===== src/rtl/sar_pkg.sv =====
package sar_pkg;
   localparam int SAR_RES_DEF   = 10;
   localparam int SAR_SETUP_DEF = 2;
   localparam int SAR_STEP_DEF  = 6;

   function automatic int sar_max(input int a, input int b);
      return (a > b) ? a : b;
   endfunction
endpackage


===== src/rtl/sar_pacer.sv =====
module sar_pacer
   import sar_pkg::*;
#(
   parameter int RES_BITS  = SAR_RES_DEF,
   parameter int SETUP_CYC = SAR_SETUP_DEF,
   parameter int STEP_CYC  = SAR_STEP_DEF,
   localparam int IDX_W    = $clog2(RES_BITS),
   localparam int PH_W     = $clog2(sar_max(SETUP_CYC, STEP_CYC) + 1)
) (
   input  logic             clk,
   input  logic             rst_n,
   input  logic             launch_i,
   output logic             busy_o,
   output logic             seed_o,
   output logic             commit_o,
   output logic             final_o,
   output logic [IDX_W-1:0] bit_idx_o
);
   localparam logic [PH_W-1:0]  SETUP_LAST = PH_W'(SETUP_CYC - 1);
   localparam logic [PH_W-1:0]  STEP_LAST  = PH_W'(STEP_CYC - 1);
   localparam logic [IDX_W-1:0] IDX_TOP    = IDX_W'(RES_BITS - 1);

   logic             busy_q;
   logic             setup_q;
   logic [PH_W-1:0]  phase_q;
   logic [IDX_W-1:0] idx_q;
   logic             phase_last;

   assign phase_last = setup_q ? (phase_q == SETUP_LAST) : (phase_q == STEP_LAST);

   always_ff @(posedge clk or negedge rst_n) begin
      if (!rst_n) begin
         busy_q  <= 1'b0;
         setup_q <= 1'b0;
         phase_q <= '0;
         idx_q   <= '0;
      end else if (launch_i) begin
         busy_q  <= 1'b1;
         setup_q <= 1'b1;
         phase_q <= '0;
         idx_q   <= IDX_TOP;
      end else if (busy_q) begin
         phase_q <= phase_last ? '0 : phase_q + 1'b1;
         if (phase_last) begin
            if (setup_q) begin
               setup_q <= 1'b0;
            end else if (idx_q == '0) begin
               busy_q <= 1'b0;
            end else begin
               idx_q <= idx_q - 1'b1;
            end
         end
      end
   end

   assign busy_o    = busy_q;
   assign seed_o    = busy_q & setup_q & phase_last;
   assign commit_o  = busy_q & ~setup_q & phase_last;
   assign final_o   = commit_o & (idx_q == '0);
   assign bit_idx_o = idx_q;

   // bits are resolved strictly downward, one per step
   assert_idx_descends_R5: assert property (@(posedge clk) disable iff (!rst_n)
      (commit_o && idx_q != '0 && !launch_i) |=> (idx_q == $past(idx_q) - 1'b1));

   // no step completes until a full step length has elapsed after seeding
   assert_no_commit_after_seed_R4: assert property (@(posedge clk) disable iff (!rst_n)
      seed_o |=> !commit_o);
endmodule


===== src/rtl/sar_code_reg.sv =====
module sar_code_reg #(
   parameter int RES_BITS = 10,
   localparam int IDX_W   = $clog2(RES_BITS)
) (
   input  logic                clk,
   input  logic                rst_n,
   input  logic                launch_i,
   input  logic                seed_i,
   input  logic                commit_i,
   input  logic [IDX_W-1:0]    bit_idx_i,
   input  logic                cmp_above_i,
   output logic [RES_BITS-1:0] code_o
);
   logic [RES_BITS-1:0] code_q;

   for (genvar i = 0; i < RES_BITS; i++) begin : g_bit
      logic trial_next;
      if (i < RES_BITS - 1) begin : g_has_upper
         assign trial_next = commit_i && (bit_idx_i == IDX_W'(i + 1));
      end else begin : g_top
         assign trial_next = seed_i;
      end

      always_ff @(posedge clk or negedge rst_n) begin
         if (!rst_n) begin
            code_q[i] <= 1'b0;
         end else if (launch_i) begin
            code_q[i] <= 1'b0;
         end else if (commit_i && (bit_idx_i == IDX_W'(i))) begin
            code_q[i] <= cmp_above_i;
         end else if (trial_next) begin
            code_q[i] <= 1'b1;
         end
      end
   end

   assign code_o = code_q;

   // a launch always leaves the code cleared
   assert_launch_clears_R2: assert property (@(posedge clk) disable iff (!rst_n)
      launch_i |=> (code_o == '0));

   // with no launch, seed or commit the code does not move
   assert_hold_code_R11: assert property (@(posedge clk) disable iff (!rst_n)
      (!launch_i && !seed_i && !commit_i) |=> $stable(code_o));

   // a commit changes at most the decided bit and the next lower bit
   assert_commit_two_bits_R4: assert property (@(posedge clk) disable iff (!rst_n)
      (commit_i && !launch_i) |=> ($countones(code_o ^ $past(code_o)) <= 2));
endmodule


===== src/rtl/sar_done_flag.sv =====
module sar_done_flag (
   input  logic clk,
   input  logic rst_n,
   input  logic set_i,
   input  logic clr_i,
   output logic done_o
);
   logic done_q;

   always_ff @(posedge clk or negedge rst_n) begin
      if (!rst_n)      done_q <= 1'b0;
      else if (set_i)  done_q <= 1'b1;
      else if (clr_i)  done_q <= 1'b0;
   end

   assign done_o = done_q;

   // the flag is sticky without a clear
   assert_done_sticky_R8: assert property (@(posedge clk) disable iff (!rst_n)
      (done_q && !clr_i) |=> done_q);

   // a clear without a completion drops the flag
   assert_clr_drops_R8: assert property (@(posedge clk) disable iff (!rst_n)
      (clr_i && !set_i) |=> !done_q);

   // completion wins over a simultaneous clear
   assert_set_wins_R10: assert property (@(posedge clk) disable iff (!rst_n)
      set_i |=> done_q);
endmodule


===== src/rtl/sar_conv_ctrl.sv =====
module sar_conv_ctrl
   import sar_pkg::*;
#(
   parameter int RES_BITS  = SAR_RES_DEF,
   parameter int SETUP_CYC = SAR_SETUP_DEF,
   parameter int STEP_CYC  = SAR_STEP_DEF,
   localparam int IDX_W    = $clog2(RES_BITS),
   localparam int CONV_CYC = SETUP_CYC + RES_BITS * STEP_CYC
) (
   input  logic                clk,
   input  logic                rst_n,
   input  logic                start_i,
   input  logic                clr_done_i,
   input  logic                cmp_above_i,
   output logic [RES_BITS-1:0] sar_code_o,
   output logic                busy_o,
   output logic                done_o
);
   if (RES_BITS < 2) begin : g_bad_res
      $error("sar_conv_ctrl: RES_BITS must be at least 2");
   end
   if (SETUP_CYC < 1) begin : g_bad_setup
      $error("sar_conv_ctrl: SETUP_CYC must be at least 1");
   end
   if (STEP_CYC < 2) begin : g_bad_step
      $error("sar_conv_ctrl: STEP_CYC must be at least 2");
   end
   if (CONV_CYC < RES_BITS) begin : g_bad_conv
      $error("sar_conv_ctrl: conversion length inconsistent");
   end

   logic             busy;
   logic             launch;
   logic             seed;
   logic             commit;
   logic             fin;
   logic [IDX_W-1:0] bit_idx;

   assign launch = start_i & ~busy;

   sar_pacer #(
      .RES_BITS (RES_BITS),
      .SETUP_CYC(SETUP_CYC),
      .STEP_CYC (STEP_CYC)
   ) u_pacer (
      .clk      (clk),
      .rst_n    (rst_n),
      .launch_i (launch),
      .busy_o   (busy),
      .seed_o   (seed),
      .commit_o (commit),
      .final_o  (fin),
      .bit_idx_o(bit_idx)
   );

   sar_code_reg #(
      .RES_BITS(RES_BITS)
   ) u_code (
      .clk        (clk),
      .rst_n      (rst_n),
      .launch_i   (launch),
      .seed_i     (seed),
      .commit_i   (commit),
      .bit_idx_i  (bit_idx),
      .cmp_above_i(cmp_above_i),
      .code_o     (sar_code_o)
   );

   sar_done_flag u_flag (
      .clk   (clk),
      .rst_n (rst_n),
      .set_i (fin),
      .clr_i (clr_done_i | launch),
      .done_o(done_o)
   );

   assign busy_o = busy;

   // a start during a conversion does not end or restart it
   assert_busy_start_ignored_R7: assert property (@(posedge clk) disable iff (!rst_n)
      (busy && start_i && !fin) |=> (busy && !$stable(sar_code_o) || busy));

   // busy ends on exactly the edge the flag rises
   assert_done_at_busy_fall_R6: assert property (@(posedge clk) disable iff (!rst_n)
      $fell(busy) |-> done_o);

   // the flag cannot rise while still busy
   assert_no_done_while_busy_R6: assert property (@(posedge clk) disable iff (!rst_n)
      $rose(done_o) |-> !busy);

   // a start from idle drops the flag
   assert_start_clears_done_R9: assert property (@(posedge clk) disable iff (!rst_n)
      (start_i && !busy) |=> (!done_o && busy));
endmodule


===== config.mk =====
export PLATFORM = sky130hd
export DESIGN_NAME = sar_conv_ctrl
export DESIGN_NICKNAME = d
export VERILOG_FILES = /design/src/rtl/sar_pkg.sv /design/src/rtl/sar_pacer.sv /design/src/rtl/sar_code_reg.sv /design/src/rtl/sar_done_flag.sv /design/src/rtl/sar_conv_ctrl.sv
export SDC_FILE = /design/constraint.sdc
export NUM_CORES = 1
export LEC_CHECK = 0
export CAP_MARGIN = 25
export CORE_UTILIZATION = 47
export CTS_CLUSTER_SIZE = 28
export DETAILED_ROUTE_END_ITERATION = 10
export GPL_TIMING_DRIVEN = 0
export PLACE_DENSITY_LB_ADDON = 0.12
export SYNTH_ARGS = -nofsm -noshare
export SYNTH_HDL_FRONTEND = slang
export SYNTH_SLANG_ARGS = --single-unit

===== constraint.sdc =====
create_clock -name clk -period 1.7 [get_ports clk]
set_clock_uncertainty 0.1 [all_clocks]
set_input_delay 0.34 -clock clk [delete_from_list [all_inputs] [get_ports clk]]
set_output_delay 0.34 -clock clk [all_outputs]
set_load 0.005 [all_outputs]

# Word-level counts from Yosys, hierarchy flattened
# Index checks and enable logic that the tools add are counted.
[op_classes] addsub=2 eq_ne=13 muxes=49 bitwise_logic=9 reduce_logical=26
[ops] op="1-bit 2-to-1 mux" n=41
[ops] op="3-bit nonzero test" n=10
[ops] op="4-bit 2-to-1 mux" n=5
[ops] op="4-bit by 3-bit equality test with 1-bit output (second input constant)" n=4
[ops] op="1-bit logical AND" n=10
[ops] op="3-bit 2-to-1 mux" n=3
[ops] op="4-bit by 2-bit equality test with 1-bit output (second input constant)" n=2
[ops] op="4-bit equality test (second input constant)" n=2
[ops] op="1-bit bitwise AND" n=6
[ops] op="2-bit nonzero test" n=3
[ops] op="4-bit by 1-bit equality test with 1-bit output (second input constant)" n=1
[ops] op="4-bit logical NOT" n=1
[ops] op="2-bit inequality test (second input constant)" n=2
[ops] op="4-bit AND reduction" n=1
[ops] op="4-bit by 1-bit subtractor with 4-bit output (second input constant)" n=1
[ops] op="3-bit by 1-bit adder with 3-bit output (second input constant)" n=1
[ops] op="3-bit by 1-bit equality test with 1-bit output (second input constant)" n=1
[ops] op="3-bit equality test (second input constant)" n=1
[ops] op="1-bit inverter" n=2
[ops] op="2-bit AND reduction" n=1
[ops] op="1-bit OR" n=1
[totals] ff_bits=20 inputBits=5 out_inout_bits=12

# Depth between registers and ports, before layout
# Gate-level depths: netlist of run 1.
[logic_depth] depth_word=7 depth_mapped=7 ltp_nobuf=5

# By module
# Synthesis of run 1 repeated with hierarchy kept, for this count alone.
[unflattened] cells_unflattened=115 area_unflattened_um2=1167.4
[modules_own_cells] module="sar_code_reg" n_inst=1 cells_each=55 area_per_inst_um2=581.8
[modules_own_cells] module="sar_pacer" n_inst=1 cells_each=55 area_per_inst_um2=529.3
[modules_own_cells] module="sar_done_flag" n_inst=1 cells_each=3 area_per_inst_um2=36.3
[modules_own_cells] module="sar_conv_ctrl" n_inst=1 cells_each=2 area_per_inst_um2=20.0

# Worst setup path after synthesis of run 1
# No wires, ideal clock.
[synth_timing] path_type="register to register" startpoint="register u_pacer.idx_q[0] (netlist: u_pacer.bit_idx_o[0])" endpoint="register u_code.code_q[0] (netlist: u_code.code_o[0])" arrival_ns=1.366 required_ns=1.463 slack_ns=0.096 path_stages_with_launch=7 path_buffers=1 path_cell_list="dfrtp_1 inv_1 ha_1 clkbuf_1 or2_2 a31oi_1 a211oi_1"
[synth_via] elab_chain_len=4
[synth_lines] item="start, declared" line="sar_pacer.sv:26" rtl="logic [IDX_W-1:0] idx_q;"
[synth_lines] item="start signal, assigned" line="sar_pacer.sv:50" rtl="idx_q <= idx_q - 1'b1;"
[synth_lines] item="4-bit logical NOT" line="sar_code_reg.sv:29" rtl="end else if (commit_i && (bit_idx_i == IDX_W'(i))) begin"
[synth_lines] item="1-bit logical AND" line="sar_code_reg.sv:29"
[synth_lines] item="1-bit 2-to-1 mux" line="sar_code_reg.sv:29"
[synth_lines] item="1-bit 2-to-1 mux" line="sar_code_reg.sv:27" rtl="end else if (launch_i) begin"
[synth_lines] item="end signal, assigned by index" line="sar_code_reg.sv:30" rtl="code_q[i] <= cmp_above_i;"
[synth_lines] item="end, declared" line="sar_code_reg.sv:14" rtl="logic [RES_BITS-1:0] code_q;"
# Parallel ways exist; a longest one is shown, timed or not.
# A chain may end at the register's enable or synchronous reset.

# Worst setup path after layout of run 1
[layout_timing] startpoint="register u_code.code_q[6] (netlist: u_code.code_o[6])" endpoint="output port sar_code_o[6]"
[layout_lines] item="end, declared" line="sar_conv_ctrl.sv:15" rtl="output logic [RES_BITS-1:0] sar_code_o,"
# No word-level cell between the ends.

==> impl_summary.md, run 1 <==
Status
The run finished with clean final reports.

Drt
Before antenna repair, the detailed router went through 4 iterations. Wires add up to 2340 microns. The number of nets still failing antenna checks after routing is 0. The average detailed-routed wire length per instance is 15.3 microns. The routed layout has 897 vias. After detailed routing, the number of remaining DRC violations is 0.

The number of violations reported at the end of detailed-routing iteration 0 is 15. Dividing the detail-routed via count by the number of cells gives 5.86.

Worst setup path
The worst setup path is captured at an output pin. In this run the number of cells on the critical path is 1. STA classifies the critical path startpoint as a flip-flop.

Walking the worst path, the cells encountered are clkdlybuf4s50_1. The top fanout value on the critical path is 2. The launching point of the worst reg2reg path is u_pacer.phase_q[0]. For the worst flop-to-flop path, the logic depth is 6.

The slowest stage cell on the critical path is clkdlybuf4s50_1. The endpoint identified for the worst register-to-register timing path is u_code.code_o[6]. The number of buffer and inverter stages on the critical path is 1. In this design, the stage delay of the slowest critical-path cell is 0.51 ns. Grouping stages by cell kind, the critical path spends the most delay in buffers and inverters.

STA puts the critical path data required time at 1.26 ns. For flop-to-flop paths, the worst setup slack is 0.09 ns. In this run the worst setup path begins at u_code.code_o[6]. Data arrives at the worst endpoint at 1.22 ns. The critical path class is flip-flop to output pin.

Place
Port buffering added 16 buffers. The number of placed instances with taps included is 149. Summed over all nets, the half-perimeter wirelength after detailed placement is 1600 microns. The last weighted congestion value of the routability-driven placer is 0.782.

Clock network
TritonCTS built the clock tree. The clock reaches the later pin of the worst-skew pair after 0.30 ns. The root buffer selected by CTS is clkbuf_4. Counting every sink on the clock net gives 20. Clock tree synthesis inserted a total of 3 buffers. The clock transition at the register clock pins on the worst setup and hold paths after CTS is 0.11 ns. The buffer depth of the longest clock path is 2. CTS built an H-tree with a depth of 1.

Power and ir drop
In this run the static leakage power is 0.589 nW. Dividing total power by cell area gives a power density of 1750 nW/um^2. The worst-case vdd ir drop is 1030 uV. Overall power consumption after layout is estimated at 2.46 mW.

Timing
Measured against its own limit, the worst slew margin works out to 41.0%. The max-slew violation count came to 0. On the final layout, the worst hold slack is 0.414 ns. The portion of the clock cycle consumed by the worst path in the final layout is 97.5%. For the pin with the worst max-slew slack, the measured transition is 0.883 ns. Based on the critical path, the design can be clocked at up to 0.603 GHz.

The final critical path time including I/O delays and setup is 1.66 ns. The count of final hold-check violations is 0. Setup repair after global routing left no endpoint under its margin. The total of endpoints with negative setup slack in the final report is 0. Adding up every negative setup slack in the final design gives 0 ns.

Final layout
The number of non-filler instances in the completed layout is 153. Leaving out fill and tap cells, the most frequent cell in the layout is dfrtp_1. The number of nets in the finished design is 138. The top cell types in the final layout, fill and taps aside, are dfrtp_1 (19), clkdlybuf4s50_1 (16), a31oi_1 (9), a211oi_1 (6), a21oi_1 (5). The ratio of cells with drive above 1 in the final layout is 24.8%. The synthesis-to-finish area growth is 23.2%. The antenna diode count is 0.

Logic synthesis
The net count after synthesis is 116. The share of Yosys cell area claimed by the top area cell type is 43.9%. Synthesis inferred 20 register bits. The number of flops mapped to enable cells by yosys is 0. The post-synthesis instance total is 105.

After synthesis, the mean cell area works out to 10.9 sq um. For this run, the number of Yosys warnings is 0. Yosys mapped the design onto 39 distinct sky130hd cell types.

By area the synthesized netlist is led by dfrtp_1 (44%), ha_1 (6.6%), a31oi_1 (4.9%). After synthesis the cells add up to 1140 sq um. The biggest area contributor in the post-synthesis netlist is dfrtp_1. The sequential fraction of the synthesis area is 43.9%. The proportion of register bits with asynchronous set or reset after synthesis is 100%. In the synthesized netlist the dominant register cell turns out to be dfrtp_1.

Global route
The first global-routing pass estimated 3770 microns of wire. The total global routing overflow is 0. Entering global routing, the biggest net connects 21 pins. The number of antenna violations at the first check in global routing was 0.

The number of global-route vias before repair came to 840. For this run, the total global-route usage over all layers was measured as 19.3%.

Min path
The startpoint identified for the worst hold timing path is u_code.code_o[7]. The worst hold path cell count is 1. The worst hold path belongs to the class flip-flop to flip-flop. The end point of the worst hold path is u_code.code_o[7].

Floorplanning
The initial cell density of the core is 50.6%. The die is 51.3 microns tall. The number of standard-cell rows in the floorplan is 17. The die covers 2630 sq um. The floorplan step set the die width to 51.3 microns. Pin placement for this block handled 17 I/O pins.

The total area inside the core boundary comes to 2250 sq um.

Job
The tool flagged a number of max-cap violations equal to 0.
## metrics by stage
stage / worst slack, ns / instance area (sq um) / util, %
2_1_floorplan: 0.0965 / 1140 / -
3_3_place_gp: -0.199 / 1340 / 59.3
3_5_place_dp: -0.204 / 1340 / 59.3
4_1_cts: 0.0114 / 1390 / 61.4
5_1_grt: 0.00318 / 1410 / 62.4
6_report: 0.0419 / 1410 / 62.4
## cell usage after synthesis, drive strengths merged (2+ instances only)
cell type	count
a211oi	6
a21o	2
a21oi	5
a311oi	2
a31oi	10
and2b	2
and4b	4
buf	6
clkbuf	2
dfrtp	20
ha	6
inv	5
mux2	2
nand3	3
nand3b	2
nor2	4
nor3	5
o21ai	2
or2	3
xor2	2
## cell type report
class / count / area, sq um
fill: 209 / 848
multi-input combinational: 72 / 596
sequential: 20 / 502
timing repair buffer: 18 / 175
buffer: 7 / 57.6
tap: 28 / 35.0
clock buffer: 3 / 22.5
inverter: 5 / 18.8
## metal layers
metal	track usage (%)	vias up	wire, microns
met3	5.36	0	87
met5	0	-	0
li1	-	429	-
met4	2.70	0	0
met1	24.4	450	1140
met2	33.6	18	1120
## logic make-up (layout without fill, tap and decap cells)
family	after synthesis	count (layout)	share of synthesized area [%]
simple gates	28	28	16.4
buf+inv	13	33	7.02
xor+xnor	2	2	1.54
mux	3	3	2.85
compound gates	33	33	21.7
flops	20	20	43.9
fa+ha+maj	6	6	6.58
## registers in the layout (all words and copies together), names as in the netlist
signal             cells
u_pacer.setup_q        1
u_pacer.bit_idx_o      4
u_pacer.phase_q        3
u_pacer.busy_o         1
u_flag.done_o          1
u_code.code_o         10
## worst max-delay path by stage
stage and end:
2_1_floorplan u_code.code_o[0], 3_3_place_gp u_code.code_o[2], 3_5_place_dp u_code.code_o[2], 4_1_cts u_code.code_o[6]
5_1_grt u_code.code_o[6], 6_report sar_code_o[6]
## where the power goes
part	switching (mW)	internal [mW]
clock	0.142	0.0827
sequential	0.157	0.684
combinational	0.664	0.734
total	0.963	1.50
## timing repair
action                     in CTS  in global routing
setup buffers                   1                  1
cloned                          0                  0
pin swaps                       1                  0
hold buffers                    0                  0
setup endpoints to repair       7                  9
gates resized for setup         4                  4
No activity file was read; power rests on OpenSTA's default activity.
==> run 2: changes to the inputs <==
--- a/config.mk
+++ b/config.mk
@@ -5,12 +5,13 @@
 export SDC_FILE = /design/constraint.sdc
 export NUM_CORES = 1
 export LEC_CHECK = 0
-export CAP_MARGIN = 25
+export CAP_MARGIN = 20
 export CORE_UTILIZATION = 47
 export CTS_CLUSTER_SIZE = 28
 export DETAILED_ROUTE_END_ITERATION = 10
 export GPL_TIMING_DRIVEN = 0
 export PLACE_DENSITY_LB_ADDON = 0.12
+export RECOVER_POWER = 100
 export SYNTH_ARGS = -nofsm -noshare
 export SYNTH_HDL_FRONTEND = slang
 export SYNTH_SLANG_ARGS = --single-unit
==> impl_summary.md, run 2 (synthesis gave the netlist of run 1 again) <==
Status
The run finished with clean final reports.

Final layout
In the final layout, the share of cells above drive strength 1 is 24.8%. Measured on the finished design, the core utilization comes to 62.3%. The library cell used most frequently in the layout, excluding fill and tap cells, is dfrtp_1.

The synthesis-to-finish area growth is 23.0%. At the end of the flow, the number of nets in the layout was 138. In the layout the commonest cells are dfrtp_1 (19), clkdlybuf4s50_1 (15), a31oi_1 (9), a211oi_1 (6), a21oi_1 (5). The register with the most flip-flops in the layout has 10 of them. 0 antenna diodes ended up in the layout.

Clock network
The clock passes through at most 2 buffers. The clock tree from TritonCTS is yes. The number of clock buffers added by TritonCTS is 3.

The clock reaches the later pin of the worst-skew pair after 0.31 ns. The total number of H-tree levels is 1. The clock drives 20 sinks. The clock transition at the register clock pins on the worst setup and hold paths after CTS is 0.11 ns. The number of buffers added to fix hold violations after cts is 0. The cell sitting at the root of the clock tree is a clkbuf_4.

Worst setup path
The critical path required time is 1.26 ns. STA classifies the critical path startpoint as a flip-flop. The reg-to-reg endpoint is u_code.code_o[6].

For this run, the slowest stage of the critical path takes 0.51 ns. The critical path class is flip-flop to output pin. Of all nets on the critical path, the largest fanout is 2. The largest individual stage delay along the critical path comes from the cell clkdlybuf4s50_1. The arrival time of data at the critical path endpoint is 1.22 ns. The number of buffer and inverter stages on the critical path is 1. The register-to-register setup slack is 0.09 ns. The nature of the critical path endpoint is an output pin. The cell family contributing the most delay on the critical path is buffers and inverters. Traced cell by cell, the critical path runs through clkdlybuf4s50_1. The length in cells of the worst reg-to-reg path is 6. The launching point of the worst reg2reg path is u_pacer.phase_q[0].

Min path
The path with the worst hold slack has its endpoint at u_code.code_o[7]. The worst hold path cell count is 1. The beginning of the worst hold path is u_code.code_o[7]. The type of the tightest min-delay check is flip-flop to flip-flop.

Drt
The amount of wire on met3 after detailed routing is 79 microns. In the final routing, the length of wire on met1 measures 1140 microns. After the first detailed-routing iteration, the DRC count stood at 15.

The average detailed-routed wire length per instance is 15.4 microns. The ratio of routed vias to standard cells is 5.85. Summed over all nets, wire length on met2 after detailed routing comes to 1130 microns. The detailed router placed 895 vias in this run. The highest signal layer in the routed design is met3. The final routed wirelength across all metal layers is 2350 microns. Before antenna repair, the detailed router went through 4 iterations. After detailed routing, the number of remaining DRC violations is 0. The number of nets still failing antenna checks after routing is 0.

Power and ir drop
The power density over cell area is 1750 nW/um^2. The worst-case vdd ir drop is 1030 uV. The analysis attributes to cell leakage a power of 0.588 nW.

Timing
The timing-limited maximum frequency is 0.602 GHz. The portion of the clock cycle consumed by the worst path in the final layout is 97.7%. The slew at the pin closest to its max-slew limit is 0.891 ns. The minimum setup slack in the final design is 0.0398 ns. The count of final hold-check violations is 0. Setup violations remaining at the end of the flow were counted as 0. The final-layout setup total negative slack is 0 ns. The max-slew violation count is 0. Hold is met by 0.414 ns. The worst relative slew slack is 40.4%. The routed design could run at a clock period as short as 1.66 ns. Setup repair after global routing left no endpoint under its margin.

Floorplanning
The count of boundary I/O pins is 17. The die covers 2630 sq um. The initial cell density of the core is 50.6%. The number of standard-cell rows in the floorplan is 17.

The chip height is 51.3 microns. The total area inside the core boundary comes to 2250 sq um. The die span in x is 51.3 microns.

Global route
The largest net degree at the start of global routing is 21. The global routing usage summed across all routing layers is 19.3%. The total overflow left after global routing is 0.

The first-pass GRT wire length is 3770 microns. The number of global-route vias before repair was 840. The number of antenna violations at the first check in global routing is 0.

Job
The number of violations of the max-capacitance limit is 0.

Place
The post-placement setup slack is -0.204 ns. The HPWL after detailed placement is 1600 microns. The congestion estimate from routability-driven global placement came to 0.782.

During placement, the flow inserted port buffers numbering 16.
[run 2: layer usage]
metal  vias up  track usage [%]
li1        430                -
met3         0             5.36
met5         -                0
met4         0             2.70
met1       450             24.4
met2        15             33.6
[run 2: report_power, final]
group          internal (mW)  leakage, nW  switching (mW)
clock network         0.0828       0.0138           0.145
registers              0.684        0.241           0.158
logic                  0.728        0.333           0.665
[run 2: worst max path at each step]
stage	start	end	depth (start not counted)
after CTS	u_pacer.phase_q[1]	u_code.code_o[6]	7
after global routing	u_pacer.phase_q[1]	u_code.code_o[6]	7
after floorplan	u_pacer.bit_idx_o[0]	u_code.code_o[0]	6
final	u_code.code_o[6]	sar_code_o[6]	1
after global placement	start_i	u_code.code_o[2]	5
after detailed placement	u_pacer.phase_q[1]	u_code.code_o[2]	5
[run 2: through the flow]
stage,instances,cell area [sq um],total power [mW]
3_5_place_dp,149,1340,2.14
6_report,153,1400,2.46
2_1_floorplan,105,1140,1.70
3_3_place_gp,149,1340,2.11
5_1_grt,153,1400,2.63
4_1_cts,152,1390,2.41
[run 2: layout make-up]
type | count | area (sq um)
Timing Repair Buffer | 18 | 173
Sequential cell | 20 | 502
Multi-Input combinational cell | 72 | 596
Fill cell | 210 | 851
Clock buffer | 3 | 22.5
Inverter | 5 | 18.8
Buffer | 7 | 57.6
Tap cell | 28 | 35.0
[run 2: repair_timing]
action                     in CTS  in global routing
pin swaps                       1                  0
setup buffers                   1                  1
gates resized for setup         4                  4
setup endpoints to repair       7                  9
==> run 3: changes to the inputs <==
--- a/config.mk
+++ b/config.mk
@@ -6,7 +6,7 @@
 export NUM_CORES = 1
 export LEC_CHECK = 0
 export CAP_MARGIN = 20
-export CORE_UTILIZATION = 47
+export CORE_UTILIZATION = 48
 export CTS_CLUSTER_SIZE = 28
 export DETAILED_ROUTE_END_ITERATION = 10
 export GPL_TIMING_DRIVEN = 0
@@ -14,4 +14,5 @@
 export RECOVER_POWER = 100
 export SYNTH_ARGS = -nofsm -noshare
 export SYNTH_HDL_FRONTEND = slang
+export SYNTH_HIERARCHICAL = 1
 export SYNTH_SLANG_ARGS = --single-unit
==> impl_summary.md, run 3 <==
Logic synthesis
The share of cell area taken by muxes after synthesis is 0.857%. In the post-synthesis netlist, the cell with the most instances is dfrtp_1. In this run, synthesis inferred 0 flip-flops with an integrated enable. The commonest cells after synthesis are dfrtp_1 (20), inv_1 (13), a21oi_1 (7), a311oi_1 (7).

The post-synthesis instance total is 115. The cell accounting for the most synthesized area is dfrtp_1. Summing the areas of all compound-gate instances in the mapped netlist gives 17.9% of the synthesized area. The yosys synthesis warning count is 6. After synthesis, the largest area contributor takes up 42.9% of total cell area. The number of nets in the synthesized netlist is 123. By area the synthesized netlist is led by dfrtp_1 (43%), a311oi_1 (5.3%), inv_1 (4.2%). The average cell area after synthesis is 10.2 sq um.

Of the total synthesized cell area, the portion taken by AND, OR, NAND and NOR gates is 27.0%. Of all flip-flops after synthesis, the portion carrying an async set or reset was 100%. After synthesis the netlist holds a flip-flop and latch count of 20. The sequential fraction of the synthesis area is 42.9%. The post-synthesis cell area is 1170 sq um. After Yosys synthesis, full adders, half adders and majority gates account for 3.22% of the synthesized area. The xor and xnor fraction of the mapped netlist area is 1.50%. The most instantiated flip-flop cell in the synthesis netlist is dfrtp_1.

The largest family of logic cells by synthesized area is simple AND/OR/NAND/NOR gates. The number of distinct library cells after synthesis is 42.

Worst setup path
The type of origin of the critical path is a flip-flop. Along the worst path, the maximum fanout reaches 8. STA classifies the critical path endpoint as a flip-flop.

The worst setup path is of the flip-flop to flip-flop kind. The critical path required time is 1.80 ns. STA puts the critical path data arrival time at 1.79 ns.

Drt
The ratio of routed vias to standard cells is 5.77. The final routed wirelength across all metal layers is 2610 microns. The first TritonRoute pass finished after 4 iterations. The final routed DRC violation total is 0. The number of nets still failing antenna checks after routing is 0. In this run, the number of DRC markers left after iteration 0 of detailed routing was 30. In the final routed layout, each cell accounts on average for 15.1 microns. The detailed router placed 998 vias in this run.

Timing
Subtracting the final worst setup slack from the clock period gives 1.69 ns. The count of final hold-check violations is 0. In the finished design, the share of the clock period the worst path needs comes to 99.5%. Setup violations remaining at the end of the flow were counted as 0. Setup repair after global routing could not meet its margin everywhere. For the final routed database, the setup TNS stands at 0 ns.

The final hold slack is 0.412 ns. Derived from the worst setup path, the maximum achievable clock frequency is 0.591 GHz. The slew at the pin closest to its max-slew limit is 0.896 ns. The worst relative slew slack is 40.1%.

The max-slew violation count was 0.

Clock network
The number of buffers added by the clock tree synthesis step is 3. The buffer depth of the longest clock path is 2. CTS built an H-tree with a depth of 1.

The root buffer selected by CTS is clkbuf_4. After clock tree synthesis, the clock-pin slew on the worst setup and hold paths is 0.12 ns. The clock sink total is 20. Clock latency on the worst-skew pair, taken at its later pin, is 0.30 ns. The number of hold buffers added after CTS was 0. The clock tree from TritonCTS is yes.

Final layout
The post-route netlist has 25.5% of its cells at a drive strength greater than 1. The antenna diode count is 0. The register with the most flip-flops in the layout has 10 of them. In the layout the commonest cells are dfrtp_1 (18), clkdlybuf4s50_1 (14), inv_1 (11), buf_4 (9). The filler cells instantiated in the layout total 188.

Relative to the synthesized area, the layout overhead comes to 32.2%. The final core utilization is 68.4%. The number of nets in the finished design is 154. The library cell used most frequently in the layout, excluding fill and tap cells, is dfrtp_1.

Global route
In the global route stage, overall resource usage came out at 22.1%. The number of antenna violations at the first check in global routing is 0. The largest net degree at the start of global routing is 21. The total global routing overflow is 0. The first global-routing pass estimated 4350 microns of wire. The number of global-route vias before repair is 966.

Power and ir drop
The total power of the final layout is 2.57 mW. The leakage component of the power is 0.646 nW. VDD sags by at most 1150 uV. The power density over cell area is 1660 nW/um^2.

Min path
The path class of the tightest hold or removal check is flip-flop to flip-flop.

Place
The number of buffers inserted by port buffering is 16. At the end of routability-driven placement, the weighted congestion stood at 0.841. The HPWL after detailed placement is 1640 microns.

Job
The tool flagged a number of max-cap violations equal to 0.

Status
The flow ran to the end, and the final reports show no timing, DRC or antenna violations.

Floorplanning
In this run the vertical extent of the chip is 51.3 microns. Once the floorplan was initialized, standard cells occupied 51.8% of the core. The region available for standard cell placement spans 2250 sq um. The number of standard-cell rows in the floorplan is 17.

17 I/O pins were placed. In this run the horizontal extent of the chip is 51.3 microns. The total die area is 2630 sq um.
run 3: kinds of logic after synthesis:
| logic type | Yosys count |
|---|---|
| muxes | 1 |
| AOI/OAI and AO/OA | 31 |
| and+or+nand+nor | 40 |
| adders and majority gates | 3 |
| xor gates and xnor gates | 2 |
| buffers and inverters | 18 |
| DFF | 20 |
run 3: critical path: stages, from the launching register on:
cell	delay [ns]
dfrtp_1	0.41
inv_2	0.07
ha_4	0.16
nand4b_4	0.13
inv_4	0.12
and4bb_4	0.28
nor4_2	0.05
o31a_1	0.29
run 3: worst paths after layout:
path | slack [ns] | end | startpoint | cells after the start
max in group asynchronous | 0.40 | u_pacer/busy_o | rst_n | 1
setup / recovery | 0.008 | u_code/code_o[3] | u_pacer/phase_q[1] | 7
min in group asynchronous | 0.50 | u_pacer/bit_idx_o[2] | rst_n | 1
hold reg to reg | 0.41 | u_flag/done_o | u_flag/done_o | 1
setup reg to reg | 0.008 | u_code/code_o[3] | u_pacer/phase_q[1] | 7
hold / removal | 0.41 | u_flag/done_o | u_flag/done_o | 1
run 3: where the power goes:
part	leakage (nW)	internal [mW]	total, mW	switching, mW
Combinational	0.365	0.690	1.29	0.604
Sequential	0.253	0.663	0.886	0.223
Clock	0.0279	0.238	0.388	0.150
run 3: per-layer routing:
| layer | GRT usage, % | part of all wire, % | up-vias |
|---|---|---|---|
| met5 | 0 | 0 | - |
| met4 | 7.21 | 0.54 | 0 |
| met3 | 2.98 | 2.8 | 2 |
| met2 | 36.8 | 48 | 15 |
| met1 | 29.7 | 49 | 492 |
| li1 | - | - | 489 |
run 3: metrics by stage:
stage	setup WS, ns	area [sq um]	instances
6_report	0.00843	1540	173
5_1_grt	-0.0447	1540	173
4_1_cts	0.00348	1490	170
3_5_place_dp	-0.188	1370	159
3_3_place_gp	-0.155	1370	159
2_1_floorplan	0.00705	1170	115
run 3: layout make-up:
| cell class | instances | area [sq um] | area share (%) |
|---|---|---|---|
| clock inverter | 1 | 30.0 | 1.95 |
| buffer | 5 | 28.8 | 1.87 |
| tap | 28 | 35.0 | 2.27 |
| timing repair buffer | 26 | 238 | 15.4 |
| clock buffer | 3 | 22.5 | 1.46 |
| multi-input combinational | 77 | 634 | 41.1 |
| inverter | 13 | 51.3 | 3.33 |
| sequential | 20 | 503 | 32.6 |
run 3: what timing repair did:
item / 4_1_cts / 5_1_grt
endpoints found under the setup margin: 14 / 13
buffers inserted: 7 / 3
pin swaps: 0 / 5
resized for setup: 6 / 10
